--- config.mk ---
export PLATFORM = sky130hd
export DESIGN_NAME = fetch_unit
export DESIGN_NICKNAME = d
export VERILOG_FILES = /design/src/rtl/fetch_pkg.sv /design/src/rtl/fetch_rst_sync.sv /design/src/rtl/fetch_len_decode.sv /design/src/rtl/fetch_pc.sv /design/src/rtl/fetch_operand_asm.sv /design/src/rtl/fetch_unit.sv
export SDC_FILE = /design/constraint.sdc
export NUM_CORES = 1
export LEC_CHECK = 0
export ABC_AREA = 1
export BUFFER_PORTS_ARGS = -buffer_cell sky130_fd_sc_hd__buf_2
export CELL_PAD_IN_SITES_DETAIL_PLACEMENT = 2
export CELL_PAD_IN_SITES_GLOBAL_PLACEMENT = 2
export CORE_UTILIZATION = 26
export DETAILED_ROUTE_END_ITERATION = 8
export PLACE_DENSITY = 0.8
export SLEW_MARGIN = 20
export SYNTH_ARGS = -nofsm -noshare
export SYNTH_HDL_FRONTEND = slang
export SYNTH_SLANG_ARGS = --single-unit
--- constraint.sdc ---
create_clock -name clk -period 2.22 [get_ports clk]
set_clock_uncertainty 0.05 [all_clocks]
set_input_delay 0.444 -clock clk [delete_from_list [all_inputs] [get_ports clk]]
set_output_delay 0.444 -clock clk [all_outputs]
set_load 0.05 [all_outputs]
--- src/rtl/fetch_pkg.sv ---
package fetch_pkg;

  localparam int BYTE_W = 8;

  typedef logic [BYTE_W-1:0] byte_t;

  typedef enum logic [1:0] {
    ST_OPCODE  = 2'd0,
    ST_OPERAND = 2'd1,
    ST_ISSUE   = 2'd2
  } fetch_state_e;

  // Opcode classes used by the length decode
  localparam byte_t OP_NOP      = 8'h00;
  localparam byte_t OP_RET      = 8'h01;
  localparam byte_t OP_IMM_BASE = 8'h10;  // 8'h10..8'h1F carry one byte
  localparam byte_t OP_JMP      = 8'h20;
  localparam byte_t OP_JZ       = 8'h21;
  localparam byte_t OP_JNZ      = 8'h22;

endpackage

--- src/rtl/fetch_rst_sync.sv ---
module fetch_rst_sync (
  input  logic clk,
  input  logic rst_n,
  output logic rst_sync_n
);

  logic meta_q;
  logic sync_q;

  always_ff @(posedge clk or negedge rst_n) begin
    if (!rst_n) begin
      meta_q <= 1'b0;
      sync_q <= 1'b0;
    end else begin
      meta_q <= 1'b1;
      sync_q <= meta_q;
    end
  end

  assign rst_sync_n = sync_q;

endmodule

--- src/rtl/fetch_len_decode.sv ---
module fetch_len_decode
  import fetch_pkg::*;
#(
  parameter int PC_BYTES = 2,
  parameter int CNT_W    = 2
) (
  input  byte_t            opcode,
  output logic [CNT_W-1:0] extra_bytes,
  output logic             illegal
);

  always_comb begin
    extra_bytes = '0;
    illegal     = 1'b0;
    if ((opcode == OP_NOP) || (opcode == OP_RET)) begin
      extra_bytes = '0;
    end else if (opcode[7:4] == OP_IMM_BASE[7:4]) begin
      extra_bytes = CNT_W'(1);
    end else if ((opcode == OP_JMP) || (opcode == OP_JZ) || (opcode == OP_JNZ)) begin
      extra_bytes = CNT_W'(PC_BYTES);
    end else begin
      illegal = 1'b1;
    end
  end

endmodule

--- src/rtl/fetch_pc.sv ---
module fetch_pc #(
  parameter int          PC_W     = 16,
  parameter logic [PC_W-1:0] RESET_PC = '0
) (
  input  logic            clk,
  input  logic            rst_n,
  input  logic            load,
  input  logic [PC_W-1:0] load_addr,
  input  logic            step,
  output logic [PC_W-1:0] pc
);

  logic [PC_W-1:0] pc_q;
  logic [PC_W-1:0] pc_d;
  logic            pc_en;

  assign pc_en = load | step;
  assign pc_d  = load ? load_addr : (pc_q + PC_W'(1));

  always_ff @(posedge clk or negedge rst_n) begin
    if (!rst_n) begin
      pc_q <= RESET_PC;
    end else if (pc_en) begin
      pc_q <= pc_d;
    end
  end

  assign pc = pc_q;

endmodule

--- src/rtl/fetch_operand_asm.sv ---
module fetch_operand_asm
  import fetch_pkg::*;
#(
  parameter int PC_W = 16
) (
  input  logic            clk,
  input  logic            rst_n,
  input  logic            clear,
  input  logic            capture,
  input  byte_t           data,
  output logic [PC_W-1:0] operand
);

  localparam int LANES = PC_W / BYTE_W;
  localparam int IDX_W = (LANES > 1) ? $clog2(LANES) : 1;

  logic [IDX_W-1:0] idx_q;

  always_ff @(posedge clk or negedge rst_n) begin
    if (!rst_n) begin
      idx_q <= '0;
    end else if (clear) begin
      idx_q <= '0;
    end else if (capture) begin
      idx_q <= idx_q + IDX_W'(1);
    end
  end

  for (genvar b = 0; b < LANES; b++) begin : g_lane
    byte_t lane_q;
    logic  lane_hit;

    assign lane_hit = capture && (idx_q == IDX_W'(b));

    always_ff @(posedge clk or negedge rst_n) begin
      if (!rst_n) begin
        lane_q <= '0;
      end else if (clear) begin
        lane_q <= '0;
      end else if (lane_hit) begin
        lane_q <= data;
      end
    end

    assign operand[b*BYTE_W +: BYTE_W] = lane_q;
  end

endmodule

--- src/rtl/fetch_unit.sv ---
module fetch_unit
  import fetch_pkg::*;
#(
  parameter int              PC_W     = 16,
  parameter logic [PC_W-1:0] RESET_PC = '0
) (
  input  logic            clk,
  input  logic            rst_n,
  output logic [PC_W-1:0] mem_addr,
  output logic            mem_rd,
  input  logic [7:0]      mem_rdata,
  input  logic            pc_load,
  input  logic [PC_W-1:0] pc_load_addr,
  output logic            instr_valid,
  output logic [7:0]      instr_opcode,
  output logic [PC_W-1:0] instr_operand,
  output logic            instr_illegal
);

  localparam int PC_BYTES = PC_W / BYTE_W;
  localparam int CNT_W    = $clog2(PC_BYTES + 1);

  logic             rst_q_n;
  fetch_state_e     state_q, state_d;
  logic [CNT_W-1:0] remain_q, remain_d;
  byte_t            opcode_q;
  logic             illegal_q;
  logic [CNT_W-1:0] dec_extra;
  logic             dec_illegal;
  logic             fetch_en;
  logic             take_opcode;
  logic             take_operand;

  fetch_rst_sync u_rst_sync (
    .clk        (clk),
    .rst_n      (rst_n),
    .rst_sync_n (rst_q_n)
  );

  fetch_len_decode #(
    .PC_BYTES (PC_BYTES),
    .CNT_W    (CNT_W)
  ) u_len_dec (
    .opcode      (mem_rdata),
    .extra_bytes (dec_extra),
    .illegal     (dec_illegal)
  );

  // A byte is consumed in every gathering state unless a redirect wins
  assign fetch_en     = rst_q_n && (state_q != ST_ISSUE) && !pc_load;
  assign take_opcode  = fetch_en && (state_q == ST_OPCODE);
  assign take_operand = fetch_en && (state_q == ST_OPERAND);

  fetch_pc #(
    .PC_W     (PC_W),
    .RESET_PC (RESET_PC)
  ) u_pc (
    .clk       (clk),
    .rst_n     (rst_q_n),
    .load      (pc_load),
    .load_addr (pc_load_addr),
    .step      (fetch_en),
    .pc        (mem_addr)
  );

  fetch_operand_asm #(
    .PC_W (PC_W)
  ) u_opnd (
    .clk     (clk),
    .rst_n   (rst_q_n),
    .clear   (take_opcode),
    .capture (take_operand),
    .data    (mem_rdata),
    .operand (instr_operand)
  );

  // Next-state logic
  always_comb begin
    state_d  = state_q;
    remain_d = remain_q;
    if (pc_load) begin
      state_d = ST_OPCODE;
    end else begin
      unique case (state_q)
        ST_OPCODE: begin
          if (dec_extra == '0) begin
            state_d = ST_ISSUE;
          end else begin
            state_d  = ST_OPERAND;
            remain_d = dec_extra;
          end
        end
        ST_OPERAND: begin
          remain_d = remain_q - CNT_W'(1);
          if (remain_q == CNT_W'(1)) begin
            state_d = ST_ISSUE;
          end
        end
        ST_ISSUE: begin
          state_d = ST_OPCODE;
        end
        default: begin
          state_d = ST_OPCODE;
        end
      endcase
    end
  end

  // State registers
  always_ff @(posedge clk or negedge rst_q_n) begin
    if (!rst_q_n) begin
      state_q  <= ST_OPCODE;
      remain_q <= '0;
    end else begin
      state_q  <= state_d;
      remain_q <= remain_d;
    end
  end

  // Opcode holding register, enabled on the opcode byte
  always_ff @(posedge clk or negedge rst_q_n) begin
    if (!rst_q_n) begin
      opcode_q  <= '0;
      illegal_q <= 1'b0;
    end else if (take_opcode) begin
      opcode_q  <= mem_rdata;
      illegal_q <= dec_illegal;
    end
  end

  assign mem_rd        = fetch_en;
  assign instr_valid   = (state_q == ST_ISSUE) && !pc_load;
  assign instr_opcode  = opcode_q;
  assign instr_illegal = instr_valid && illegal_q;

endmodule

# Yosys cells after proc, flatten, opt, wreduce, memory -nomap -nowiden
# Cells that the tools add are included.
# word_totals
elab_cells	66
in_bits	27
regBits	48
# op_classes
n_bitwise	3
muxes	19
n_addsub	3
n_eq_ne	11
n_reduce_logical	20
# op_table
op	n
two-way mux 8 bit	4
== test 8 x 6 -> 1 bit (second input constant)	3
adder 16 x 1 -> 16 bit (second input constant)	1
two-way mux 16 bit	1
two-way mux 2 bit	7
== test 8 x 1 -> 1 bit (second input constant)	1
logical AND 1 bit	8
logical NOT 8 bit	1
one-hot mux 2 bit (2 select lines)	2
nonzero test 2 bit	4
two-way mux 1 bit	5
== test 2 x 1 -> 1 bit (second input constant)	2
== test 4 x 1 -> 1 bit (second input constant)	1
logical NOT 2 bit	2
inequality test 2 bit (second input constant)	2
logical OR 1 bit	3
inequality test 3 x 2 -> 1 bit (second input constant)	1
AND reduction 3 bit	1
== test 2 bit (second input constant)	1
inverter 1 bit	2
subtractor 2 x 1 -> 2 bit (second input constant)	1
adder 1 bit (second input constant)	1
logical NOT 1 bit	1
bitwise OR 1 bit	1

# Logic depth before layout (Yosys ltp)
# Gate-level depths: netlist of the first run.
# logic_depth
depth_word	10
mapped_depth	8
mapped_depth_nobuf	8

# By module
# A second synthesis of the first run with hierarchy kept.
# hier_totals
hier_cells	336
area_unflattened_um2	2576.2
# by_module_without_submodules
module	cells_each	area_per_inst_um2	seq_area_each_um2	instances
fetch_pc	140	1051.0	400.4	1
fetch_operand_asm	92	753.2	425.4	1
fetch_unit	79	626.9	325.3	1
fetch_len_decode	22	91.3	0.0	1
fetch_rst_sync	3	53.8	50.0	1

# Worst setup path before layout of the first run
# OpenSTA, ideal clock, no wires.
# synth_timing
kind	in2out
from	in pc_load
to	out instr_illegal
t_arrival_ns	2.318
t_required_ns	1.726
path_buffers	1
slack_ns	-0.592
path_stages	3
path_cell_list	buf_2 nor3_1 and2_1
# synth_between
elab_chain_cells	3
# synth_rtl
element	line_no	text
from (decl)	fetch_unit.sv:12	input logic pc_load,
logical NOT 1 bit	fetch_unit.sv:132	assign instr_valid = (state_q == ST_ISSUE) && !pc_load;
logical AND 1 bit	fetch_unit.sv:132	
via instr_valid	fetch_unit.sv:14	output logic instr_valid,
logical AND 1 bit	fetch_unit.sv:134	assign instr_illegal = instr_valid && illegal_q;
to (decl)	fetch_unit.sv:17	output logic instr_illegal
# The timed path passes the listed nets, and every way through them passes these cells.

# Final worst setup path of the first run
# layout_timing
from	reg state_q[0]
to	out instr_illegal
# layout_between
elab_chain_cells	3
# layout_rtl
element	line_no	text
from (decl)	fetch_unit.sv:24	fetch_state_e state_q, state_d;
from (signal assigned)	fetch_unit.sv:115	state_q <= state_d;
== test 2 bit	fetch_unit.sv:132	
logical AND 1 bit	fetch_unit.sv:132	
logical AND 1 bit	fetch_unit.sv:134	
# Every way passes these cells.

==> results of run 1 <==
==> layout by cell type (no fill, tap or decap) <==
master / instances
clkinv_2: 1
nor2_4: 1
nand3_1: 45
nand4_1: 6
a21boi_0: 3
dfrtp_2: 1
o21ai_1: 20
or2_1: 1
inv_6: 1
clkbuf_8: 6
dfrtp_1: 47
nand2_2: 1
nand3b_1: 1
inv_2: 1
conb_1: 1
a21oi_1: 1
buf_2: 69
o211ai_1: 2
ha_1: 2
nor2_2: 1
o21bai_1: 3
inv_1: 27
nor3_1: 2
a31oi_1: 2
nor3_2: 1
xor2_1: 4
nor2_1: 21
buf_4: 6
o21ai_0: 8
or2_2: 2
dlygate4sd3_1: 1
o21ai_4: 1
and2_1: 1
nand2_1: 105
==> metal layers <==
layer | track usage | vias up | routed length, µm | share of wire
met3 | 0.02228 | 7 | 176 | 0.022
li1 | - | 1182 | - | -
met5 | 0 | - | 0 | 0
met2 | 0.3008 | 32 | 4102 | 0.50
met4 | 0.04412 | 0 | 93 | 0.011
met1 | 0.2339 | 1176 | 3810 | 0.47
==> sequential cells by signal, indices dropped and copies added, names as in the netlist <==
name	flops
u_rst_sync.rst_sync_n	1
u_opnd.g_lane.lane_q	16
remain_q	2
u_rst_sync.meta_q	1
u_pc.pc	16
state_q	2
u_opnd.idx_q	1
illegal_q	1
instr_opcode	8
==> power by group <==
| part | leakage (nW) | internal (mW) | total, mW | switching (mW) |
|---|---|---|---|---|
| clock | 0.0516 | 0.256 | 0.572 | 0.316 |
| sequential | 0.614 | 1.02 | 1.16 | 0.135 |
| combinational | 0.958 | 0.241 | 1.00 | 0.763 |
==> through the flow <==
stage / worst slack, ps / std cells / power, mW / hold slack (ps)
finish: 261.1 / 524 / 2.731 / 92.91
global route: 164.7 / 524 / 2.893 / 112.3
CTS: 234.5 / 524 / 2.780 / 100.4
detailed placement: 359.4 / 515 / 2.189 / 94.00
global placement: 428.3 / 515 / 2.160 / 89.06
floorplan: -128.0 / 322 / 1.895 / 98.41
==> worst paths after layout <==
check / endpoint / slack [ps]
setup / recovery: instr_illegal / 260
hold / removal: u_opnd.g_lane[1].lane_q[1] / 90
setup reg to reg: u_pc.pc[8] / 480
hold reg to reg: u_opnd.g_lane[1].lane_q[1] / 90
max in group asynchronous: u_pc.pc[12] / 1320
min in group clk: u_pc.pc[8] / 300
==> critical path, stage by stage (launching register included) <==
cell	delay, ps
dfrtp_1	510
nor3_2	250
and2_1	150
buf_2	250
==> logic make-up (layout without fill, tap and decap cells) <==
kind of cell / Yosys count / after routing / synth area share
DFF: 48 / 48 / 0.4827
AOI/OAI and AO/OA: 40 / 40 / 0.09402
other: 1 / 1 / 0.001507
adders and majority gates: 2 / 2 / 0.01005
xor gates and xnor gates: 4 / 4 / 0.01408
buffers and inverters: 39 / 112 / 0.07340
and+or+nand+nor: 188 / 188 / 0.3243
==> Yosys cell counts (all sizes together) <==
cell type	count
a31oi	2
o21bai	3
a21boi	3
o21ai	29
nand3b	1
nand4	6
nor2	23
conb	1
clkbuf	1
a21oi	1
or2	3
xor2	4
and2	1
ha	2
o211ai	2
buf	10
nand3	45
inv	28
nor3	3
nand2	106
dfrtp	48
==> area by class of cell <==
cell class | instances | area share
sequential | 48 | 0.3910
clock buffer | 6 | 0.02685
tap | 129 | 0.05248
clock inverter | 2 | 0.004475
timing repair buffer | 76 | 0.1302
multi-input combinational | 235 | 0.3609
inverter | 28 | 0.03417
==> impl_metrics.yaml, run 1 <==
outcome:
  status: "finished clean"
logic_synthesis:
  syn_area_um2: 2489
  synth_fp_nets: 351
  ys_seq_area_frac: 0.4827
  postSynthAreaPerCell_um2: 7.729
  synthTopCellsByArea: "dfrtp_1, nand2_1, nand3_1"
  synth_top_cell_area_share: 0.4827
  syn_inst: 322
  yosysWarnings: 0
  yosys.cell_types.count: 30
  synth_top_area_cell: "dfrtp_1"
  ys_seq_elements: 48
routing:
  vias: 2397
  ant_nets: 0
  wire_per_inst_um: 15.62
  first_iter_violations: 100
  viasPerCell: 4.574
  dr.pass1.iters: 4
  drc: 0
  drt-total-wl_mm: 8.183
floorplan:
  core_um2: 9240
  dieHeight_um: 99.84
  dieWidth_um: 99.84
  std_cell_rows: 35
  start_util: 0.2693
  die_area_um2: 9967
  io_pins: 70
layout:
  area_growth_pct: 23.58
  multiInputGateArea_um2: 1110
  diodes: 0
  stdcell_area_um2: 3075
  nets: 423
  fin_util: 0.3328
  nFillCells: 1125
  drive_gt1_frac: 0.2329
  seq_area_um2: 1202
critical_path:
  timing.rr.start: "u_pc.pc[0]"
  crit_path_max_fanout: 8
  ff2ff_path_depth: 7
  cp.arrival_ps: 1460
  critical_path_class: "reg2out"
  setup.worst_path.start_class: "flip-flop"
  critPathLaunch: "state_q[0]"
  required_ps: 1730
  end_kind: "primary output"
sta:
  slew_violations: 0
  slew_headroom: 0.6172
  hold_violations: 0
  post-route-period-util: 0.8824
  tns_ps: 0
  period_needed_ps: 1959
  finalSetupViolCount: 0
  worst_slew_pin_slew_ps: 574.2
  rsz0062_at_grt: "false"
  fmax_mhz: 510.5
clock_network:
  cts_tree: "yes"
  postCtsHoldBufs: 1
  cts_resized: 0
  clk_path_buf_depth: 2
  clk_latency_ps: 310
  cts_num_sinks: 48
  cts_made_buffers: 5
  cts_setup_buffers: 0
  cts-root-buf: "clkbuf_8"
  clk_pin_slew_ps: 100
  cts_max_level: 2
grt:
  grt-ovfl-total: 0
  grt_max_degree: 40
  grt_pass1_vias: 2635
  antenna_found_initial: 0
  grt_pass1_wl_mm: 13.50
  grt.total_usage: 0.1753
power_and_ir_drop:
  ir_drop_mv: 0.2774
  power.leakage_nw: 1.624
  p_per_area_nw_per_um2: 888.1
placed_design:
  gp_routability_congestion: 0.8132
  place_area_um2: 2969
  hpwl_mm: 6.349
  io_buffers: 69
job:
  max_cap_viol_count: 0
hold_path:
  hp-class: "reg2async"
No activity file was read; power rests on OpenSTA's default activity.
==> inputs of run 2 (changes only) <==
Settings changed: CORE_ASPECT_RATIO from default to 0.75.
==> run 2 against run 1 <==
  * Routed wire length rose by 2.4%
  * Sequential power hardly changed
  * Critical path depth stayed put
  * Non-clock buffer count unchanged
  * Core utilization rose by 0.91 points
  * Critical endpoint is now mem_rd
==> impl_metrics.yaml, run 2 (same netlist as run 1, synthesis figures left out) <==
critical_path:
  ff2ff_path_depth: 7
  cp.arrival_ps: 1510
  crit_path_max_fanout: 13
  critical_path_class: "reg2out"
  setup.worst_path.start_class: "flip-flop"
  end_kind: "primary output"
  required_ps: 1730
clock_network:
  cts_num_sinks: 48
  cts_resized: 0
  clk_path_buf_depth: 2
  cts_max_level: 2
  clk_latency_ps: 290
  cts_tree: "yes"
  cts_made_buffers: 5
  cts-root-buf: "clkbuf_16"
  clk_pin_slew_ps: 70
layout:
  area_growth_pct: 25.84
  nFillCells: 1110
  drive_gt1_frac: 0.2329
  mostFrequentLayoutCell: "nand2_1"
  seq_area_um2: 1202
  diodes: 0
  layout_common_cells: "nand2_1, buf_2, dfrtp_1"
  stdcell_area_um2: 3132
  nets: 423
  multiInputGateArea_um2: 1110
grt:
  grt.total_usage: 0.1787
  grt_pass1_vias: 2616
  antenna_found_initial: 0
  grt_max_degree: 40
  grt_pass1_wl_mm: 13.79
  grt-ovfl-total: 0
placed_design:
  gp_routability_congestion: 0.7669
  hpwl_mm: 6.444
  io_buffers: 69
  pre_cts_slack_ps: 360.8
  place_area_um2: 2968
floorplan:
  io_pins: 70
  start_util: 0.2717
  std_cell_rows: 30
  die_area_um2: 9971
  dieWidth_um: 115.0
  core_um2: 9159
  dieHeight_um: 86.73
hold_path:
  hp-class: "reg2async"
sta:
  period_needed_ps: 2000
  slew_violations: 0
  slew_headroom: 0.6507
  post-route-period-util: 0.9010
  worst_slew_pin_slew_ps: 522.8
  finalSetupViolCount: 0
  rsz0062_at_grt: "false"
  fmax_mhz: 500.0
  worst_slack_ps: 219.8
  hold_violations: 0
routing:
  ant_nets: 0
  vias: 2468
  drc: 0
  dr.pass1.iters: 4
  viasPerCell: 4.719
  drt-total-wl_mm: 8.383
  wire_per_inst_um: 16.03
  first_iter_violations: 118
power_and_ir_drop:
  p_per_area_nw_per_um2: 947.7
  ir_drop_mv: 0.2860
  power.leakage_nw: 1.641
job:
  max_cap_viol_count: 0
outcome:
  status: "finished clean"
-- run 2: cell count changes in the layout (fill, tap and decap cells not counted), sizes merged --
| cell | delta |
|---|---|
| clkinv | -1 |
| clkinvlp | +2 |
| inv | -1 |
-- run 2: report_power, final --
part	internal (mW)	switching, mW
logic	0.242	0.775
clock network	0.449	0.343
registers	1.02	0.138
-- run 2: through the flow --
stage	total power [mW]	util	hold WS [ps]	instances	TNS (ps)
2_1_floorplan	1.895	-	98.41	322	-128.0
3_3_place_gp	2.154	0.3240	109.5	514	0
3_5_place_dp	2.198	0.3240	115.5	514	0
4_1_cts	3.004	0.3419	116.1	523	0
5_1_grt	3.129	0.3419	134.7	523	0
6_report	2.968	0.3419	114.2	523	0
-- run 2: area by class of cell --
cell class | count | share of cell area
clock buffer | 6 | 0.04435
clock inverter | 2 | 0.004794
inverter | 28 | 0.03356
multi-input combinational | 235 | 0.3544
sequential | 48 | 0.3839
tap | 128 | 0.05114
timing repair buffer | 76 | 0.1278
-- run 2: final timing paths --
path                                       start                     to  slack [ps]
max                        u_rst_sync.rst_sync_n                 mem_rd         220
min                        u_rst_sync.rst_sync_n             state_q[1]         110
max reg2reg                           u_pc.pc[0]             u_pc.pc[8]         490
min reg2reg                u_rst_sync.rst_sync_n             state_q[1]         110
max in group asynchronous  u_rst_sync.rst_sync_n        instr_opcode[1]        1190
min in group clk               u_rst_sync.meta_q  u_rst_sync.rst_sync_n         320
-- run 2: critical path, cell delays in order (launching register included) --
cell and delay (ps):
dfrtp_2 570, o21ai_4 130, nor2_4 210, buf_2 310
-- run 2: per-layer routing --
metal	track usage	vias to the layer above	share of wire
met5	0	-	0
met4	0.03188	0	0.0055
met3	0.02378	4	0.034
met2	0.2837	37	0.46
met1	0.2612	1242	0.50
li1	-	1185	-
-- run 2: repair_timing --
| action | 4_1_cts | 5_1_grt |
|---|---|---|
| setup buffers | 0 | 0 |
| hold buffers | 1 | 0 |
| endpoints found under the hold margin | 2 | 0 |
